[src/rtl/rxq_pkg.sv]
package rxq_pkg;
  localparam int unsigned BYTE_W   = 8;
  localparam int unsigned CTL_W    = 3;
  localparam int unsigned ERR_W    = 4;
  localparam int unsigned STAT_W   = 9;
  localparam int unsigned CTL_EN   = 0;
  localparam int unsigned CTL_RXFL = 1;
  localparam int unsigned CTL_TXFL = 2;
  localparam int unsigned ERR_OVR  = 0;
  localparam int unsigned ERR_PAR  = 1;
  localparam int unsigned ERR_FRM  = 2;
  localparam int unsigned ERR_BRK  = 3;
  typedef logic [BYTE_W-1:0] byte_t;
endpackage

[src/rtl/rxq_ring.sv]
module rxq_ring
  import rxq_pkg::*;
#(
  parameter int unsigned DEPTH = 16
) (
  input  logic clk,
  input  logic rst_n,
  input  logic flush,
  input  logic push,
  input  logic pop,
  input  byte_t wdata,
  output byte_t head,
  output logic [$clog2(DEPTH+1)-1:0] cnt,
  output logic [$clog2(DEPTH+1)-1:0] cnt_nxt,
  output logic empty,
  output logic full
);
  localparam int unsigned PW = (DEPTH > 1) ? $clog2(DEPTH) : 1;
  localparam int unsigned CW = $clog2(DEPTH+1);
  localparam logic [PW-1:0] PLAST = PW'(DEPTH-1);

  byte_t         mem [DEPTH];
  logic [PW-1:0] wp_q, rp_q, wp_d, rp_d;
  logic [CW-1:0] cnt_q, cnt_d;

  always_comb begin
    wp_d  = wp_q;
    rp_d  = rp_q;
    cnt_d = cnt_q;
    if (flush) begin
      wp_d  = '0;
      rp_d  = '0;
      cnt_d = '0;
    end else begin
      if (push) wp_d = (wp_q == PLAST) ? '0 : wp_q + 1'b1;
      if (pop)  rp_d = (rp_q == PLAST) ? '0 : rp_q + 1'b1;
      if (push && !pop)      cnt_d = cnt_q + 1'b1;
      else if (pop && !push) cnt_d = cnt_q - 1'b1;
    end
  end

  always_ff @(posedge clk or negedge rst_n) begin
    if (!rst_n) begin
      wp_q  <= '0;
      rp_q  <= '0;
      cnt_q <= '0;
    end else begin
      wp_q  <= wp_d;
      rp_q  <= rp_d;
      cnt_q <= cnt_d;
    end
  end

  always_ff @(posedge clk) begin
    if (push && !flush) mem[wp_q] <= wdata;
  end

  assign head    = mem[rp_q];
  assign cnt     = cnt_q;
  assign cnt_nxt = cnt_d;
  assign empty   = (cnt_q == '0);
  assign full    = (cnt_q == CW'(DEPTH));


  cnt_bound_chk: assert property (@(posedge clk) disable iff (!rst_n)
    cnt_q <= CW'(DEPTH));


  push_grow_chk: assert property (@(posedge clk) disable iff (!rst_n)
    (push && !pop && !flush) |=> (cnt_q == $past(cnt_q) + 1'b1));
endmodule

[src/rtl/rxq_errstat.sv]
module rxq_errstat
  import rxq_pkg::*;
(
  input  logic clk,
  input  logic rst_n,
  input  logic set_ovr,
  input  logic set_brk,
  input  logic rd_clr,
  output logic [ERR_W-1:0] err_q
);
  logic [ERR_W-1:0] err_r, err_d;

  always_comb begin
    err_d = rd_clr ? '0 : err_r;
    if (set_ovr) err_d[ERR_OVR] = 1'b1;
    if (set_brk) err_d[ERR_BRK] = 1'b1;
    err_d[ERR_PAR] = 1'b0;
    err_d[ERR_FRM] = 1'b0;
  end

  always_ff @(posedge clk or negedge rst_n) begin
    if (!rst_n) err_r <= '0;
    else        err_r <= err_d;
  end

  assign err_q = err_r;


  clr_on_read_chk: assert property (@(posedge clk) disable iff (!rst_n)
    (rd_clr && !set_ovr && !set_brk) |=> (err_q == '0));
endmodule

[src/rtl/rxq_ctl.sv]
module rxq_ctl
  import rxq_pkg::*;
(
  input  logic clk,
  input  logic rst_n,
  input  logic we,
  input  logic [CTL_W-1:0] wdata,
  output logic [CTL_W-1:0] ctl
);
  logic [CTL_W-1:0] ctl_r, ctl_d;

  always_comb begin
    ctl_d = ctl_r;
    ctl_d[CTL_RXFL] = 1'b0;
    ctl_d[CTL_TXFL] = 1'b0;
    if (we) ctl_d = wdata;
  end

  always_ff @(posedge clk or negedge rst_n) begin
    if (!rst_n) ctl_r <= '0;
    else        ctl_r <= ctl_d;
  end

  assign ctl = ctl_r;


  self_clear_chk: assert property (@(posedge clk) disable iff (!rst_n)
    (ctl_r[CTL_RXFL] && !we) |=> !ctl_r[CTL_RXFL]);
endmodule

[src/rtl/rxq_top.sv]
module rxq_top
  import rxq_pkg::*;
#(
  parameter int unsigned DEPTH = 16
) (
  input  logic       clk,
  input  logic       rst_n,
  input  logic       rx_valid,
  input  logic [7:0] rx_byte,
  input  logic       rx_break,
  input  logic       ctl_we,
  input  logic [2:0] ctl_wdata,
  output logic [2:0] ctl_q,
  output logic       tx_flush,
  input  logic       rd_pop,
  output logic [7:0] rd_byte,
  output logic [8:0] stat_word,
  output logic       data_ready,
  input  logic       err_rd,
  output logic [3:0] err_status,
  output logic       err_evt
);
  localparam int unsigned CW = $clog2(DEPTH+1);

  logic [CW-1:0] cnt, cnt_nxt;
  logic  empty, full, q_mode, flush;
  logic  push, push_eff, pop_eff, ring_push, ring_pop;
  logic  ovf, unf;
  byte_t pdat, head, hold_q, hold_d;
  logic  rdy_q, rdy_d, evt_q, evt_d;

  rxq_ctl u_ctl (
    .clk(clk), .rst_n(rst_n), .we(ctl_we), .wdata(ctl_wdata), .ctl(ctl_q)
  );

  assign q_mode   = ctl_q[CTL_EN];
  assign flush    = ctl_q[CTL_RXFL];
  assign tx_flush = ctl_q[CTL_TXFL];

  assign push     = rx_valid | rx_break;
  assign pdat     = rx_break ? '0 : rx_byte;
  assign push_eff = q_mode & push & ~flush;
  assign pop_eff  = q_mode & rd_pop & ~flush;

  assign ring_pop  = pop_eff & ~empty;
  assign ring_push = push_eff & ~(pop_eff & empty) & (~full | pop_eff);
  assign ovf       = push_eff & full & ~pop_eff;
  assign unf       = pop_eff & empty & ~push_eff;

  rxq_ring #(.DEPTH(DEPTH)) u_ring (
    .clk(clk), .rst_n(rst_n), .flush(flush), .push(ring_push), .pop(ring_pop),
    .wdata(pdat), .head(head), .cnt(cnt), .cnt_nxt(cnt_nxt),
    .empty(empty), .full(full)
  );

  rxq_errstat u_err (
    .clk(clk), .rst_n(rst_n), .set_ovr(ovf), .set_brk(rx_break),
    .rd_clr(err_rd), .err_q(err_status)
  );

  always_comb begin
    rdy_d  = rdy_q;
    hold_d = hold_q;
    evt_d  = ovf | unf;
    if (q_mode) begin
      if (flush || push_eff || pop_eff) rdy_d = (cnt_nxt != '0);
    end else begin
      if (push) begin
        rdy_d  = 1'b1;
        hold_d = pdat;
      end else if (rd_pop) begin
        rdy_d = 1'b0;
      end
    end
  end

  always_ff @(posedge clk or negedge rst_n) begin
    if (!rst_n) begin
      rdy_q  <= 1'b0;
      hold_q <= '0;
      evt_q  <= 1'b0;
    end else begin
      rdy_q  <= rdy_d;
      hold_q <= hold_d;
      evt_q  <= evt_d;
    end
  end

  always_comb begin
    if (!q_mode)    rd_byte = hold_q;
    else if (empty) rd_byte = push ? pdat : '0;
    else            rd_byte = head;
  end

  assign stat_word  = full ? STAT_W'(9'h100) : {1'b0, 8'(cnt)};
  assign data_ready = rdy_q;
  assign err_evt    = evt_q;


  ovf_evt_chk: assert property (@(posedge clk) disable iff (!rst_n)
    (q_mode && push && !flush && full && !rd_pop) |=> (err_evt && err_status[ERR_OVR] && $stable(cnt)));


  unf_evt_chk: assert property (@(posedge clk) disable iff (!rst_n)
    (q_mode && rd_pop && !flush && empty && !push) |=> (err_evt && cnt == '0));


  same_cycle_chk: assert property (@(posedge clk) disable iff (!rst_n)
    (q_mode && push && rd_pop && !flush) |=> (!err_evt && $stable(cnt)));


  hold_quiet_chk: assert property (@(posedge clk) disable iff (!rst_n)
    (!q_mode && !flush) |=> (!err_evt && $stable(cnt)));
endmodule

[config.mk]
export PLATFORM = sky130hd
export DESIGN_NAME = rxq_top
export DESIGN_NICKNAME = d
export VERILOG_FILES = /design/src/rtl/rxq_pkg.sv /design/src/rtl/rxq_ring.sv /design/src/rtl/rxq_errstat.sv /design/src/rtl/rxq_ctl.sv /design/src/rtl/rxq_top.sv
export SDC_FILE = /design/constraint.sdc
export NUM_CORES = 1
export LEC_CHECK = 0
export BUFFER_PORTS_ARGS = -buffer_cell sky130_fd_sc_hd__buf_2
export CAP_MARGIN = 10
export CORE_ASPECT_RATIO = 0.5
export CORE_UTILIZATION = 55
export DETAILED_ROUTE_END_ITERATION = 16
export PLACE_DENSITY = 0.7
export SLEW_MARGIN = 25
export SYNTH_ARGS = -nofsm -noshare
export SYNTH_HDL_FRONTEND = slang
export SYNTH_HIERARCHICAL = 1
export SYNTH_SLANG_ARGS = --single-unit
[constraint.sdc]
create_clock -name clk -period 4.05 [get_ports clk]
set_clock_uncertainty 0.2 [all_clocks]
set_input_delay 0.81 -clock clk [delete_from_list [all_inputs] [get_ports clk]]
set_output_delay 0.81 -clock clk [all_outputs]
set_load 0.02 [all_outputs]
**Word-level counts from Yosys, hierarchy flattened**

Memories as Yosys holds them, arrays and structs flattened.
Index checks and enable logic that the tools add are counted.
W data, S select, Z words.

- Logic and storage cells: 81
- Memory bits (read-only): 0
- Input bits: 18
- RAM bits: 128
- Bits in latches: 0
- Memories: 1
- Flip-flop bits (word level): 28
- Output and inout port bits: 27

Memories:

| memory | words | bits a word | read ports | clocked after memory_dff | wr ports | RTL line | text |
|---|---|---|---|---|---|---|---|
| u_ring.mem | 16 | 8 | 1 | 0 | 1 | rxq_ring.sv:22 | `byte_t mem [DEPTH];` |

- Reductions and logical operators: 17
- Magnitude comparators: 0
- Mux-type cells: 24
- $add $sub $neg: 4
- $mul: 0
- Div/mod/pow operators: 0
- Shifts and indexed selects: 0
- Equal/unequal tests: 4
- Bitwise logic cells: 21

Operators by type and width:

| cell | number |
|---|---|
| $mux W8 | 4 |
| $mux W4 | 7 |
| $mux W5 | 3 |
| $and A1 B1 Y1 | 11 |
| $mux W9 | 1 |
| $add A4 B1 Y4 const B | 2 |
| $eq A4 B4 Y1 const B | 2 |
| $mux W1 | 8 |
| $reduce_bool A2 Y1 | 4 |
| $not A1 Y1 | 7 |
| $add A5 B1 Y5 const B | 1 |
| $eq A5 B5 Y1 const B | 1 |
| $logic_not A5 Y1 | 1 |
| $reduce_bool A5 Y1 | 1 |
| $sub A5 B1 Y5 const B | 1 |
| $reduce_and A2 Y1 | 2 |
| $logic_and A1 B1 Y1 | 3 |
| $logic_not A1 Y1 | 3 |
| $mux W3 | 1 |
| $or A1 B1 Y1 | 3 |
| $reduce_bool A3 Y1 | 1 |
| $logic_or A1 B1 Y1 | 2 |
| $ne A2 B2 Y1 const B | 1 |

**Depth between registers and ports, before layout**

- Depth in word-level cells: 14
- Depth in mapped cells: 15
- Depth with buffers taken out: 13

**Cells and area by module**

Netlist, hierarchy kept.

By module, submodules not included:

| module | area an instance (sq um) | cells each | seq. area each (sq um) | times used |
|---|---|---|---|---|
| rxq_ring | 5779.3 | 317 | 4169.0 | 1 |
| rxq_top | 799.5 | 95 | 250.2 | 1 |
| rxq_ctl | 105.1 | 6 | 75.1 | 1 |
| rxq_errstat | 87.6 | 8 | 50.0 | 1 |

**Worst setup path before layout**

No wires, ideal clock.

- Path type: register to register
- From: reg u_ring.cnt_q[0], in the netlist u_ring/cnt[0]
- To: reg rdy_q, in the netlist data_ready
- Data arrival time: 3.264 ns
- Period minus slack after synthesis: 3.605 ns
- Cell stages (with the launch flop): 14
- Setup time: 0.142 ns
- Required time: 3.708 ns
- Buffers on the path: 1
- Path slack: 0.445 ns
- Cell sequence: dfrtp_1 inv_1 ha_1 nor3b_1 nor2b_1 clkbuf_1 nor4b_1 nor2b_1 a2bb2oi_1 xor2_1 nor2_1 or4_1 o22ai_1 o221ai_1

- Elaborated cells on any way between the ends: 22
- Classes of those cells: add/sub (2); eq/ne (1); mux (5); bitwise (8); reduce/logical (6)

RTL lines:

| what | RTL line | text |
|---|---|---|
| start, declared | rxq_ring.sv:24 | `logic [CW-1:0] cnt_q, cnt_d;` |
| start signal, assigned | rxq_ring.sv:50 | `cnt_q <= cnt_d;` |
| $logic_not A5 Y1 (*) | rxq_ring.sv:61 | `assign empty = (cnt_q == '0);` |
| net empty | rxq_top.sv:26 | `logic empty, full, q_mode, flush;` |
| $not A1 Y1 (*) | rxq_top.sv:45 | `assign ring_pop = pop_eff & ~empty;` |
| $and A1 B1 Y1 (*) | rxq_top.sv:45 |  |
| net ring_pop | rxq_top.sv:27 | `logic push, push_eff, pop_eff, ring_push, ring_pop;` |
| $logic_and A1 B1 Y1 / $logic_not A1 Y1 (equally long branches) | rxq_ring.sv:38, rxq_ring.sv:37 |  |
| $mux W5 / $logic_and A1 B1 Y1 (equally long branches) | rxq_ring.sv:38, rxq_ring.sv:37 |  |
| $mux W5 (*) | rxq_ring.sv:37 | `if (push && !pop) cnt_d = cnt_q + 1'b1;` |
| $mux W5 (*) | rxq_ring.sv:30 | `if (flush) begin` |
| net cnt_nxt[3] | rxq_top.sv:25 | `logic [CW-1:0] cnt, cnt_nxt;` |
| $reduce_bool A5 Y1 (*) | rxq_top.sv:66 | `if (flush \|\| push_eff \|\| pop_eff) rdy_d = (cnt_nxt != '0);` |
| $mux W1 (*) | rxq_top.sv:66 |  |
| $mux W1 (*) | rxq_top.sv:65 | `if (q_mode) begin` |
| end signal, assigned | rxq_top.sv:83 | `rdy_q <= rdy_d;` |
| end, declared | rxq_top.sv:30 | `logic rdy_q, rdy_d, evt_q, evt_d;` |

Mark *: on every way through the listed nets, which the timed path passes. The rest lies on a longest branch. The select of a mux whose other input is x is not followed.
A chain may end at the register's enable or synchronous reset.

**Worst setup path in the final report**

- From: reg u_ring.rp_q[0]
- To: out rd_byte[1]

- Longest elaborated chain between the ends: 3

Ends and longest elaborated chain:

| what | RTL line | text |
|---|---|---|
| start, declared | rxq_ring.sv:23 | `logic [PW-1:0] wp_q, rp_q, wp_d, rp_d;` |
| start signal, assigned | rxq_ring.sv:49 | `rp_q <= rp_d;` |
| $mem_v2 Z16 W8 | -- |  |
| net head[1] | rxq_top.sv:29 | `byte_t pdat, head, hold_q, hold_d;` |
| $mux W8 | rxq_top.sv:91 | `else if (empty) rd_byte = push ? pdat : '0;` |
| $mux W8 | rxq_top.sv:90 | `if (!q_mode) rd_byte = hold_q;` |
| end, declared | rxq_top.sv:16 | `output logic [7:0] rd_byte,` |

The timed path passes the listed nets, and every way through them passes these cells.

==> results_dict.tcl <==
set metrics [dict create \
    run_status "finished clean" \
    switching_share_pct 31.3 \
    layout-drive-gt1-share_pct 25.4 \
    vias 3826 \
    min_path_type "in -> async" \
    p_leak_nw 2.75 \
    grt_pass1_vias 3531 \
    combPwrFrac_pct 26.3 \
    layout.nets 501 \
    grt_max_degree 37 \
    rows 28 \
    clkPwrFrac_pct 32.0 \
    grt_pass1_wl_mm 20.8 \
    holdBufCountCts 0 \
    drc 0 \
    grt.overflow.total 0 \
    areaGrowthSynthToFinish_pct 13.9 \
    clock-sinks 156 \
    yosys_warnings 6 \
    ir_worst_vdd_v 0.000368 \
    synth_top_area_share_pct 56.8 \
    post_cts_resize_count 0 \
    clockBufferDepth 2 \
    cts_buffers 17 \
    layout_worst_path_cycle_share_pct 94.1 \
    postSynthCellCount 426 \
    power_density_nw_per_um2 599 \
    viasPerCell 5.85 \
    ant_nets 0 \
    cts_tree "yes" \
    crit_type "reg -> out" \
    drt_iter0_drc 379 \
    seq_area_frac_synth_pct 67.1 \
    clock-root-buffer "clkbuf_16" \
    start_util_pct 56.8 \
    fin_util_pct 64.7 \
    final_max_slew_viol_count 0 \
    layout_setup_ws_ps 239 \
    synth-edff-count 128 \
    cpMostUsedCell "a21oi_1" \
    port_buffers 39 \
    grt_antenna_before_repair 0 \
    slowest_stage "dfrtp_1" \
    coreArea_um2 11900 \
    ys_ff_latch 156 \
    p_switching_mw 1.45 \
    io-pin-count 45 \
    rsz0062_at_grt "false" \
    yosysTopAreaCell "edfxtp_1" \
    yosysUniqueCellTypes 50 \
    fmax_mhz 262 \
    n_antenna_cell 0 \
    p_int_mw 3.17 \
    hold_viol_final 0 \
    cp-start-kind "register" \
    post-dp-hpwl_mm 8.85 \
    worstSkewPairLatency_ps 410 \
    ys.flop_type "edfxtp_1" \
    synth.avg_cell_area_um2 15.9 \
    max_stage_delay_ps 640 \
    cp.required_ps 3040 \
    synthTopCellsByArea "edfxtp_1, dfrtp_1, mux4_2" \
    post_drt_wl_per_cell_um 20.7 \
    path_cells "buf_12 > mux4_2 > a32oi_1 > o21ai_1 > nor2b_1 > a21oi_1 > a21oi_1 > buf_2" \
    worstPathArrival_ps 2800 \
    place_congestion 0.809 \
    die_w_um 159 \
    max_cap_violations 0 \
    r2r_start "u_ring/cnt[0]" \
    seqPwrFrac_pct 41.7 \
    max-slew-margin-rel_pct 48.3 \
    cts_setup_buffers 0 \
    die_area_um2 12800 \
    track_usage_pct 22.9 \
    p_total_mw 4.62 \
    r2r_cells 14 \
    routed_wl_mm 13.6 \
    cts_max_level 4 \
    r2r-end "data_ready" \
    setup_tns_ps 0 \
    worst_pin_slew_ps 776 \
    finalHoldWorstSlack_ps 207 \
    setup_viol 0 \
    synth_area_um2 6770 \
    r2r_setup_slack_ps 590 \
    async_reset_ff_share_pct 17.9 \
    die_h_um 80.5 \
    path_max_fanout 11 \
    period_needed_ps 3810 \
    drtPass1Iterations 5 \
    post-place-ws_ps 499 \
    clk_pin_slew_ps 60 \
    cp-end-kind "output port" \
]
cell usage after synthesis, types with 9 or more instances:
library cell	instances
a21oi_1	22
a22oi_1	9
and2_1	17
and2b_1	9
dfrtp_1	28
edfxtp_1	128
mux2_2	9
mux2i_1	26
mux4_2	24
nand2_1	9
nor2_1	22
nor2b_1	19
per-stage QoR:
step	area (um2)	cells
after floorplan	6780	429
after global placement	7160	622
after detailed placement	7160	622
after CTS	7710	654
after global routing	7710	654
final	7710	654
cell usage in the layout, fill, tap and decap left out, types with 14 or more instances in the layout:
cell type  instances
mux2i_1           26
edfxtp_1         128
and2_1            17
clkbuf_16         17
a21oi_1           22
mux4_2            24
dfrtp_1           27
nor2_1            22
nor2b_1           19
buf_2             39
buf_4             14
power by group through the flow:
stage	logic, mW	clock network, mW	registers, mW
final	1.22	1.48	1.93
after global routing	1.32	1.56	1.94
after CTS	1.22	1.49	1.93
after floorplan	0.891	0	1.92
after global placement	1.21	0	1.96
after detailed placement	1.21	0	1.96
kinds of logic (layout without fill, tap and decap cells):
family,after synthesis,in the layout,share of synthesized area (%)
mux,60,60,13.5
simple gates,98,98,8.28
other cells,2,5,0.111
compound gates,62,62,5.88
flops,156,156,67.1
buf+inv,35,95,3.01
xor+xnor,6,6,0.776
fa+ha+maj,7,7,1.29
routing by layer:
layer / wire length, um / global-route usage, %
met5: 0 / 0
met3: 1240 / 5.68
met4: 70 / 6.63
met1: 6400 / 34.3
met2: 5850 / 33.2
state kept, by name (all words and copies together) (netlist names):
name         count
err_evt          1
u_err/err_q      2
u_ring/cnt       5
u_ctl/ctl        3
u_ring/mem     128
hold_q           8
data_ready       1
u_ring/wp_q      4
u_ring/rp_q      4
area by class of cell:
cell class / instances / area, um2
Tap cell: 165 / 206
Clock buffer: 17 / 425
Timing Repair Buffer: 55 / 340
Multi-Input combinational cell: 238 / 2030
Sequential cell: 156 / 4550
Fill cell: 838 / 4200
Clock inverter: 15 / 129
Inverter: 8 / 30.0
how the worst max path moves through the flow:
| stage | start | endpoint | slack (ps) |
|---|---|---|---|
| floorplan | u_ring/cnt[0] | data_ready | 440 |
| global placement | rx_break | data_ready | 570 |
| detailed placement | rx_break | data_ready | 500 |
| CTS | u_ring/rp_q[0] | rd_byte[1] | 200 |
| global route | u_ring/rp_q[0] | rd_byte[7] | 50 |
| finish | u_ring/rp_q[0] | rd_byte[1] | 240 |
critical path: cells and delay by family, from the launching register on:
kind	cells	cell delay, ps
flip-flops	1	640
AO/OA/AOI/OAI	4	630
multiplexers	1	560
buffers and inverters	2	410
AND/OR/NAND/NOR	1	150
Note: power is estimated with default switching activity, not from simulation.
